## src/rtl/kcs_pkg.sv

```systemverilog
package kcs_pkg;
    localparam int NUM_CH = 4;
    localparam int CH_W   = $clog2(NUM_CH);

    // status bit positions (host software decodes these)
    localparam int ST_OBF = 0;
    localparam int ST_IBF = 1;
    localparam int ST_CD  = 3;

    // control word byte offsets
    localparam int OFS_ENA  = 'h000;
    localparam int OFS_ARM  = 'h008;
    localparam int OFS_EXT  = 'h010;
    localparam int OFS_CH3C = 'h100;

    function automatic int idr_ofs(int ch);
        return (ch < 3) ? ('h24 + 4 * ch) : 'h114;
    endfunction

    function automatic int odr_ofs(int ch);
        return (ch < 3) ? ('h30 + 4 * ch) : 'h118;
    endfunction

    function automatic int sts_ofs(int ch);
        return (ch < 3) ? ('h3C + 4 * ch) : 'h11C;
    endfunction
endpackage

```

## src/rtl/kcs_ctrl_regs.sv

```systemverilog
module kcs_ctrl_regs
    import kcs_pkg::*;
#(
    parameter int DATA_W = 32,
    parameter int IDX_W  = 10
) (
    input  logic              clk,
    input  logic              rst_n,
    input  logic              wr_en,
    input  logic [IDX_W-1:0]  widx,
    input  logic [DATA_W-1:0] wdata,
    output logic [DATA_W-1:0] rdata,
    output logic              hit,
    output logic [NUM_CH-1:0] chan_en,
    output logic [NUM_CH-1:0] ibf_arm
);
    typedef struct packed {
        logic [DATA_W-1:0] ena;
        logic [DATA_W-1:0] arm;
        logic [DATA_W-1:0] ext;
        logic [DATA_W-1:0] ch3c;
    } ctl_t;

    ctl_t ctl_d, ctl_q;

    logic sel_ena, sel_arm, sel_ext, sel_ch3c;

    assign sel_ena  = (widx == IDX_W'(OFS_ENA  >> 2));
    assign sel_arm  = (widx == IDX_W'(OFS_ARM  >> 2));
    assign sel_ext  = (widx == IDX_W'(OFS_EXT  >> 2));
    assign sel_ch3c = (widx == IDX_W'(OFS_CH3C >> 2));

    always_comb begin
        ctl_d = ctl_q;
        if (wr_en) begin
            if (sel_ena)  ctl_d.ena  = wdata;
            if (sel_arm)  ctl_d.arm  = wdata;
            if (sel_ext)  ctl_d.ext  = wdata;
            if (sel_ch3c) ctl_d.ch3c = wdata;
        end
    end

    always_ff @(posedge clk) begin
        if (!rst_n) ctl_q <= '0;
        else        ctl_q <= ctl_d;
    end

    always_comb begin
        hit   = sel_ena | sel_arm | sel_ext | sel_ch3c;
        rdata = '0;
        if (sel_ena)  rdata = ctl_q.ena;
        if (sel_arm)  rdata = ctl_q.arm;
        if (sel_ext)  rdata = ctl_q.ext;
        if (sel_ch3c) rdata = ctl_q.ch3c;
    end

    // per-channel enable and inbound interrupt arm decode
    assign chan_en = {ctl_q.ch3c[0], ctl_q.ena[7] & ctl_q.ext[2], ctl_q.ena[6], ctl_q.ena[5]};
    assign ibf_arm = {ctl_q.ch3c[1], ctl_q.arm[3], ctl_q.arm[2], ctl_q.arm[1]};

    // a written control word is visible on the next cycle
    assert_ctl_store_R2: assert property (@(posedge clk) disable iff (!rst_n)
        (wr_en && sel_ena) |=> (ctl_q.ena == $past(wdata)));
endmodule

```

## src/rtl/kcs_channel.sv

```systemverilog
module kcs_channel
    import kcs_pkg::*;
#(
    parameter int DATA_W = 32
) (
    input  logic              clk,
    input  logic              rst_n,
    input  logic              m_rd_idr,
    input  logic              m_wr_idr,
    input  logic              m_wr_odr,
    input  logic              m_wr_sts,
    input  logic [DATA_W-1:0] m_wdata,
    input  logic              h_wr_data,
    input  logic              h_rd_data,
    input  logic              h_wr_sts,
    input  logic              h_cmd,
    input  logic [DATA_W-1:0] h_wdata,
    input  logic              irq_ok,
    output logic [DATA_W-1:0] idr,
    output logic [DATA_W-1:0] odr,
    output logic [DATA_W-1:0] sts,
    output logic              pend
);
    typedef struct packed {
        logic [DATA_W-1:0] idr;
        logic [DATA_W-1:0] odr;
        logic [DATA_W-1:0] sts;
        logic              pend;
    } chan_t;

    chan_t ch_d, ch_q;

    always_comb begin
        ch_d = ch_q;
        // plain stores from the management side
        if (m_wr_idr) ch_d.idr = m_wdata;
        if (m_wr_odr) ch_d.odr = m_wdata;
        if (m_wr_sts) ch_d.sts = m_wdata;
        // clearing side effects
        if (m_rd_idr) begin
            ch_d.sts[ST_IBF] = 1'b0;
            if (ch_q.sts[ST_IBF]) ch_d.pend = 1'b0;
        end
        if (h_rd_data) ch_d.sts[ST_OBF] = 1'b0;
        // setting side effects win over clears
        if (m_wr_odr) ch_d.sts[ST_OBF] = 1'b1;
        if (h_wr_data) begin
            ch_d.idr         = h_wdata;
            ch_d.sts[ST_IBF] = 1'b1;
            ch_d.sts[ST_CD]  = h_cmd;
            if (irq_ok) ch_d.pend = 1'b1;
        end
    end

    always_ff @(posedge clk) begin
        if (!rst_n) ch_q <= '0;
        else        ch_q <= ch_d;
    end

    assign idr  = ch_q.idr;
    assign odr  = ch_q.odr;
    assign sts  = ch_q.sts;
    assign pend = ch_q.pend;

    assert_ibf_set_R6: assert property (@(posedge clk) disable iff (!rst_n)
        h_wr_data |=> (sts[ST_IBF] && sts[ST_CD] == $past(h_cmd) && idr == $past(h_wdata)));

    assert_obf_clear_R5: assert property (@(posedge clk) disable iff (!rst_n)
        (h_rd_data && !m_wr_odr && !m_wr_sts) |=> !sts[ST_OBF]);

    assert_sts_hold_R11: assert property (@(posedge clk) disable iff (!rst_n)
        (h_wr_sts && !m_rd_idr && !m_wr_odr && !m_wr_sts) |=> $stable(sts));

    assert_pend_fall_R9: assert property (@(posedge clk) disable iff (!rst_n)
        $fell(pend) |-> $past(m_rd_idr));

    assert_pend_rise_R8: assert property (@(posedge clk) disable iff (!rst_n)
        $rose(pend) |-> $past(h_wr_data && irq_ok));
endmodule

```

## src/rtl/kcs_mailbox.sv

```systemverilog
module kcs_mailbox
    import kcs_pkg::*;
#(
    parameter int DATA_W = 32,
    parameter int IDX_W  = 10
) (
    input  logic              clk,
    input  logic              rst_n,
    input  logic              mgmt_valid,
    input  logic              mgmt_write,
    input  logic [IDX_W-1:0]  mgmt_widx,
    input  logic [DATA_W-1:0] mgmt_wdata,
    output logic [DATA_W-1:0] mgmt_rdata,
    input  logic              host_valid,
    input  logic              host_write,
    input  logic [CH_W-1:0]   host_chan,
    input  logic              host_sts_sel,
    input  logic              host_cmd,
    input  logic [DATA_W-1:0] host_wdata,
    output logic [DATA_W-1:0] host_rdata,
    output logic [NUM_CH-1:0] irq_chan,
    output logic              irq_any
);
    logic              m_wr, m_rd;
    logic [DATA_W-1:0] ctl_rdata;
    logic              ctl_hit;
    logic [NUM_CH-1:0] chan_en, ibf_arm;

    logic [NUM_CH-1:0] hit_idr, hit_odr, hit_sts;
    logic [DATA_W-1:0] ch_idr [NUM_CH];
    logic [DATA_W-1:0] ch_odr [NUM_CH];
    logic [DATA_W-1:0] ch_sts [NUM_CH];

    assign m_wr = mgmt_valid & mgmt_write;
    assign m_rd = mgmt_valid & ~mgmt_write;

    kcs_ctrl_regs #(.DATA_W(DATA_W), .IDX_W(IDX_W)) u_ctrl (
        .clk     (clk),
        .rst_n   (rst_n),
        .wr_en   (m_wr),
        .widx    (mgmt_widx),
        .wdata   (mgmt_wdata),
        .rdata   (ctl_rdata),
        .hit     (ctl_hit),
        .chan_en (chan_en),
        .ibf_arm (ibf_arm)
    );

    for (genvar i = 0; i < NUM_CH; i++) begin : g_ch
        logic h_sel;
        assign hit_idr[i] = (mgmt_widx == IDX_W'(idr_ofs(i) >> 2));
        assign hit_odr[i] = (mgmt_widx == IDX_W'(odr_ofs(i) >> 2));
        assign hit_sts[i] = (mgmt_widx == IDX_W'(sts_ofs(i) >> 2));
        assign h_sel      = host_valid && (host_chan == CH_W'(i));

        kcs_channel #(.DATA_W(DATA_W)) u_chan (
            .clk       (clk),
            .rst_n     (rst_n),
            .m_rd_idr  (m_rd & hit_idr[i]),
            .m_wr_idr  (m_wr & hit_idr[i]),
            .m_wr_odr  (m_wr & hit_odr[i]),
            .m_wr_sts  (m_wr & hit_sts[i]),
            .m_wdata   (mgmt_wdata),
            .h_wr_data (h_sel & host_write & ~host_sts_sel),
            .h_rd_data (h_sel & ~host_write & ~host_sts_sel),
            .h_wr_sts  (h_sel & host_write & host_sts_sel),
            .h_cmd     (host_cmd),
            .h_wdata   (host_wdata),
            .irq_ok    (chan_en[i] & ibf_arm[i]),
            .idr       (ch_idr[i]),
            .odr       (ch_odr[i]),
            .sts       (ch_sts[i]),
            .pend      (irq_chan[i])
        );

        assert_irq_src_R8: assert property (@(posedge clk) disable iff (!rst_n)
            $rose(irq_chan[i]) |-> $past(host_valid && host_write && !host_sts_sel
                                         && host_chan == CH_W'(i)));
    end

    always_comb begin
        mgmt_rdata = '0;
        if (m_rd) begin
            if (ctl_hit) mgmt_rdata = ctl_rdata;
            for (int i = 0; i < NUM_CH; i++) begin
                if (hit_idr[i]) mgmt_rdata = ch_idr[i];
                if (hit_odr[i]) mgmt_rdata = ch_odr[i];
                if (hit_sts[i]) mgmt_rdata = ch_sts[i];
            end
        end
    end

    assign host_rdata = host_sts_sel ? ch_sts[host_chan] : ch_odr[host_chan];
    assign irq_any    = |irq_chan;

    assert_any_low_R10: assert property (@(posedge clk) disable iff (!rst_n)
        (irq_chan == '0) |-> !irq_any);
endmodule

```

## config.mk

```make
export PLATFORM = sky130hd
export DESIGN_NAME = kcs_mailbox
export DESIGN_NICKNAME = d
export VERILOG_FILES = /design/src/rtl/kcs_pkg.sv /design/src/rtl/kcs_ctrl_regs.sv /design/src/rtl/kcs_channel.sv /design/src/rtl/kcs_mailbox.sv
export SDC_FILE = /design/constraint.sdc
export NUM_CORES = 2
export LEC_CHECK = 0
export BUFFER_PORTS_ARGS = -buffer_cell sky130_fd_sc_hd__buf_2
export CELL_PAD_IN_SITES_DETAIL_PLACEMENT = 2
export CELL_PAD_IN_SITES_GLOBAL_PLACEMENT = 2
export CORE_MARGIN = 2
export CORE_UTILIZATION = 41
export DETAILED_ROUTE_END_ITERATION = 10
export PLACE_DENSITY = 0.87
export SLEW_MARGIN = 0
export SYNTH_ARGS = -nofsm -noshare
export SYNTH_HDL_FRONTEND = slang
export SYNTH_HIERARCHICAL = 1
export SYNTH_SLANG_ARGS = --single-unit
```

## constraint.sdc

```tcl
create_clock -name clk -period 3.42 [get_ports clk]
set_clock_uncertainty 0.05 [all_clocks]
set_input_delay 0.171 -clock clk [delete_from_list [all_inputs] [get_ports clk]]
set_output_delay 0.171 -clock clk [all_outputs]
set_load 0.005 [all_outputs]
```

Word level (Yosys, flattened, before mapping)
Index checks and enable logic that the tools add are counted.

RAM bits: 0. Word-level logic and storage cells: 197. Input bits: 84. Register bits after elaboration: 516. Output and inout bits: 69. Memories kept: 0. Memory bits (read-only): 0. Latch bits: 0.

Div/mod/pow operators: 0. Shifts and indexed selects: 0. Reductions and logical operators: 27. $lt $le $gt $ge: 1. Multiply operators: 0. Mux-type cells: 73. Add/sub/neg operators: 0. Equal/unequal tests: 18. Bitwise operators: 46.

Operators with widths (count): 2-to-1 mux 32 bit (31); binary-select mux 32 bit (select 2 bit) (2); equality test 10 x 4 -> 1 bit, second input constant (7); equality test 10 x 7 -> 1 bit, second input constant (4); AND 1 bit (39); 2-to-1 mux 1 bit (36); nonzero test 3 bit (8); equality test 10 x 5 -> 1 bit, second input constant (2); 2-to-1 mux 4 bit (4); nonzero test 2 bit (8); equality test 10 x 2 -> 1 bit, second input constant (1); equality test 10 x 3 -> 1 bit, second input constant (1); zero test 10 bit (1); AND reduction 2 bit (4); equality test 2 bit, second input constant (2); logical AND 1 bit (4); OR reduction 4 bit (1); greater-or-equal comparator 3 bit, second input constant (1); inverter 1 bit (3); inverter 2 -> 3 bit (1); bitwise OR 1 bit (3); equality test 2 x 1 -> 1 bit, second input constant (1); zero test 2 bit (1).

Longest topological paths before layout
Depth after elaboration: 19. Depth in mapped cells: 10. Mapped depth without buffers: 7.

Modules after synthesis
The synthesis kept the hierarchy.

By module, submodules not included: kcs_channel (instances 4, seq. area each 1941.9 µm², area each 4209.0 µm², cells each 359); kcs_mailbox (instances 1, seq. area each 0.0 µm², area each 7180.6 µm², cells each 917); kcs_ctrl_regs (instances 1, seq. area each 2562.5 µm², area each 5850.6 µm², cells each 619).

Worst setup path after synthesis
No wires, ideal clock.

Kind: input to register. Start point: input port mgmt_widx[5]. End point: register g_ch[2].u_chan.ch_q, in the netlist g_ch[2].u_chan/idr[0]. Buffers on the path: 4. Stages on the path: 9. Required time: 3.254 ns. Library setup time: 0.116 ns. Slack: 0.923 ns. Arrival time: 2.330 ns. Path through: or4_1 -> buf_4 -> buf_6 -> or3_1 -> nor2_1 -> buf_6 -> buf_6 -> mux2_4 -> o211a_1.

Longest elaborated chain between the ends: 3.

RTL lines: from (decl) (line kcs_mailbox.sv:11) `input logic [IDX_W-1:0] mgmt_widx,`; equality test 10 x 4 -> 1 bit (line kcs_mailbox.sv:51) `assign hit_idr[i] = (mgmt_widx == IDX_W'(idr_ofs(i) >> 2));`; AND 1 bit (line kcs_mailbox.sv:60) `.m_wr_idr (m_wr & hit_idr[i]),`; nonzero test 2 bit (no source line); to (signal assigned) (line kcs_channel.sv:57) `else ch_q <= ch_d;`; to (decl) (line kcs_channel.sv:31) `chan_t ch_d, ch_q;`.

Every way passes these cells. A chain may end at the register's enable or synchronous reset.

Worst setup path after layout
Start point: input port mgmt_widx[3]. End point: output port mgmt_rdata[29].

Longest elaborated chain between the ends: 19. Elaborated cells on any way between the ends: 37. Those cells by class: eq/ne: 15; mux: 18; bitwise: 3; reduce/logical: 1.

RTL lines: zero test 10 bit (line kcs_ctrl_regs.sv:28) `assign sel_ena = (widx == IDX_W'(OFS_ENA >> 2));`; 2-to-1 mux 32 bit (line kcs_ctrl_regs.sv:51) `if (sel_ena) rdata = ctl_q.ena;`; 2-to-1 mux 32 bit (line kcs_ctrl_regs.sv:52) `if (sel_arm) rdata = ctl_q.arm;`; 2-to-1 mux 32 bit (line kcs_ctrl_regs.sv:53) `if (sel_ext) rdata = ctl_q.ext;`; 2-to-1 mux 32 bit (line kcs_ctrl_regs.sv:54) `if (sel_ch3c) rdata = ctl_q.ch3c;`; 2-to-1 mux 32 bit (line kcs_mailbox.sv:84) `if (ctl_hit) mgmt_rdata = ctl_rdata;`; 2-to-1 mux 32 bit (line kcs_mailbox.sv:86) `if (hit_idr[i]) mgmt_rdata = ch_idr[i];`; 2-to-1 mux 32 bit (line kcs_mailbox.sv:87) `if (hit_odr[i]) mgmt_rdata = ch_odr[i];`; (+3 left out); 2-to-1 mux 32 bit (line kcs_mailbox.sv:88) `if (hit_sts[i]) mgmt_rdata = ch_sts[i];`; 2-to-1 mux 32 bit (line kcs_mailbox.sv:86); 2-to-1 mux 32 bit (line kcs_mailbox.sv:87); 2-to-1 mux 32 bit (line kcs_mailbox.sv:88); 2-to-1 mux 32 bit (line kcs_mailbox.sv:86); 2-to-1 mux 32 bit (line kcs_mailbox.sv:87); 2-to-1 mux 32 bit * (line kcs_mailbox.sv:88); 2-to-1 mux 32 bit * (line kcs_mailbox.sv:83) `if (m_rd) begin`; to (decl) (line kcs_mailbox.sv:13) `output logic [DATA_W-1:0] mgmt_rdata,`.

Mark *: on every way between the ends. The rest lies on a longest branch, timed or not.

==> flow_metrics.py <==
metrics = {
    "drt": {
        "drc_errors": 0,
        "drt-initial-drc-count": 4717,
        "drt_pass1_iterations": 8,
        "ant_nets": 0,
        "post_drt_wl_per_cell_microns": 43.4,
        "vias_per_cell": 7.42,
        "drt_wl_total_mm": 177,
        "vias": 30200,
    },
    "sta": {
        "setup_viol": 8,
        "hold_viol": 0,
        "finalMaxSlewViolations": 16,
        "fin_ws_ns": -0.640,
        "worst-slew-pin-transition_ns": 1.58,
        "tns_ns": -1.32,
        "min_period_ns": 4.06,
        "max-slew-margin-rel_pct": -5.33,
        "fmax_mhz": 246,
        "period_share_pct": 119,
    },
    "yosys": {
        "netlist_area_sq_um": 29800,
        "synth_fp_nets": 3050,
        "avgSynthCellArea_sq_um": 10.1,
        "syn_inst": 2966,
        "synth_warnings": 6,
    },
    "global_route": {
        "grt_pass1_vias": 32600,
        "grt_pass1_wl_mm": 249,
        "grt_use_total_pct": 45.9,
        "grt.overflow.total": 0,
        "antenna_found_initial": 26,
        "grt_max_degree": 143,
    },
    "worst_setup_path": {
        "cp_max_fo": 17,
        "cp_slowest_cell": "a2bb2oi_1",
        "crit_type": "in -> out",
        "start_kind": "input port",
        "crit_path_max_incr_delay_ns": 0.81,
        "path_cells": "buf_2, nand2_1, buf_4, or3_4, a2bb2oi_1, nand4b_1, o211ai_1, buf_2",
        "r2r-end": "g_ch[0].u_chan/pend$_SDFF_PN0_",
        "cp-end-kind": "output pin",
        "reg2reg_from": "g_ch[0].u_chan/pend$_SDFF_PN0_",
        "reg2reg_depth": 2,
        "cp_data_arrival_time_ns": 3.84,
        "crit_top_cell": "buf_2",
        "reg2reg_slack_ns": 2.14,
        "crit_required_ns": 3.20,
    },
    "run_status": {
        "status": "finished with violations",
        "violations": "max-capacitance violations, max-slew violations, negative setup slack",
    },
    "power_and_ir_drop": {
        "powerDensity_nw_per_um2": 417,
        "p_sw_uw": 4100,
        "p_leak_uw": 0.0142,
        "pwr-share-clk_pct": 48.5,
        "ir_drop_mv": 0.406,
        "p_total_uw": 14400,
        "power_frac_comb_pct": 9.2,
        "seq_power_share_pct": 42.4,
        "switching_share_pct": 28.5,
        "internal-power_uw": 10300,
    },
    "final_layout": {
        "final.fill_count": 7121,
        "final_net_count": 3157,
        "final_cells": 4074,
        "finish.utilization_pct": 48.0,
        "drive_above_1_share_pct": 23.2,
        "area_growth_syn_to_layout_pct": 15.3,
    },
    "floorplan": {
        "core_area_sq_um": 71700,
        "dieHeight_microns": 274,
        "row_count": 98,
        "die_w_microns": 274,
        "fp.dieArea_sq_um": 75000,
        "io-pin-count": 153,
        "initial_utilization_pct": 41.6,
    },
    "cts": {
        "cts_buffers": 57,
        "cts_sinks": 516,
        "clkTransAtPathRegs_ns": 0.06,
        "cts_root_buf": "clkbuf_16",
        "clock_path_buffers": 3,
        "insertion_delay_ns": 0.67,
        "cts_max_level": 2,
        "cts_tree": "yes",
    },
    "placement": {
        "dp.cells": 3907,
        "io_buffers": 152,
        "routabilityCongestion": 0.926,
        "hpwlAfterDp_mm": 92.0,
    },
    "worst_hold_path": {
        "min-delay-start": "mgmt_wdata[10]",
        "hold_path.class": "in -> reg",
        "holdPathEnd": "g_ch[1].u_chan/sts[10]$_SDFFE_PN0P_",
        "hold_path_depth": 3,
    },
    "job": {
        "max_cap_viol_count": 1,
    },
}
## layout make-up
type / count / area (sq um) / area share [%]
Multi-Input combinational cell: 2148 / 18200 / 52.9
Sequential cell: 516 / 10300 / 30.0
Timing Repair Buffer: 341 / 2680 / 7.79
Clock buffer: 81 / 1690 / 4.91
Tap cell: 950 / 1190 / 3.45
Clock inverter: 25 / 265 / 0.771
Inverter: 9 / 33.8 / 0.0982
Antenna cell: 4 / 10.0 / 0.0291
## critical path, delay by kind of cell
family          cells  cell delay, ns
compound gates      2            1.29
buf+inv             3            0.86
simple gates        3            1.48
## how the worst max path moves through the flow
stage / slack [ns] / startpoint / depth (start not counted) / to
global route: -0.33 / mgmt_widx[3] / 8 / mgmt_rdata[29]
detailed placement: 0.38 / mgmt_widx[3] / 10 / mgmt_rdata[1]
CTS: 0.1 / mgmt_widx[3] / 9 / mgmt_rdata[17]
global placement: 0.51 / mgmt_widx[3] / 9 / mgmt_rdata[20]
finish: -0.64 / mgmt_widx[3] / 8 / mgmt_rdata[29]
floorplan: 0.92 / mgmt_widx[5] / 9 / g_ch[2].u_chan/idr[0]$_SDFFE_PN0P_
## cells in the final DEF, fill, tap and decap left out, drive strengths merged, types with 11 or more instances in the layout
| cell type | instances |
|---|---|
| nor3 | 52 |
| a31oi | 13 |
| o211ai | 18 |
| clkbuf | 81 |
| a22o | 11 |
| o31ai | 12 |
| nor2 | 60 |
| a21oi | 57 |
| dfxtp | 516 |
| dlygate4sd3 | 55 |
| a221oi | 79 |
| buf | 286 |
| nand2 | 256 |
| nor2b | 261 |
| a211oi | 35 |
| and2 | 21 |
| mux2 | 209 |
| o21ai | 57 |
| nor4b | 14 |
| o2bb2ai | 20 |
| mux4 | 72 |
| mux2i | 399 |
| a211o | 11 |
| a2bb2oi | 31 |
| o22ai | 23 |
| nand3 | 12 |
| o211a | 132 |
| nor3b | 17 |
| nand2b | 147 |
| clkinv | 16 |
## per-layer routing
layer  vias to the layer above  routed length (microns)  GRT usage, %  part of all wire, %
met1                     14900                    61700          52.1                   35
met3                      1291                    23800          20.0                   13
met5                         -                      233             0                 0.13
li1                      11100                        -             -                    -
met2                      2884                    74500          67.3                   42
met4                        36                    16600          36.2                  9.4
## per-stage QoR
step | hold slack, ns | cell area (sq um) | worst slack [ns]
final | 0.00294 | 34400 | -0.640
after global routing | 0.00515 | 34400 | -0.329
after CTS | 0.00117 | 34300 | 0.0968
after detailed placement | 0.407 | 31800 | 0.382
after global placement | 0.392 | 31800 | 0.507
after floorplan | 0.290 | 29800 | 0.923
## power by group through the flow
stage,sequential (uW),combinational (uW),clock (uW)
5_1_grt,6080,1290,7120
3_5_place_dp,6210,1080,0
6_report,6080,1320,6960
4_1_cts,6080,1180,6760
2_1_floorplan,6190,589,0
3_3_place_gp,6200,1020,0
## state kept, by name (all words and copies together) (netlist names)
name and flops:
g_ch.u_chan/idr 128, g_ch.u_chan/pend 4, u_ctrl/ibf_arm 4, g_ch.u_chan/sts 128
g_ch.u_chan/odr 128, u_ctrl/chan_en 3, u_ctrl/ctl_q 121
## timing repair
item	4_1_cts	5_1_grt
buffers inserted	0	2
gates resized for setup	0	9
hold endpoints to repair	197	1
hold buffers	54	1
setup endpoints to repair	0	18
(Power assumes the default switching activity.)
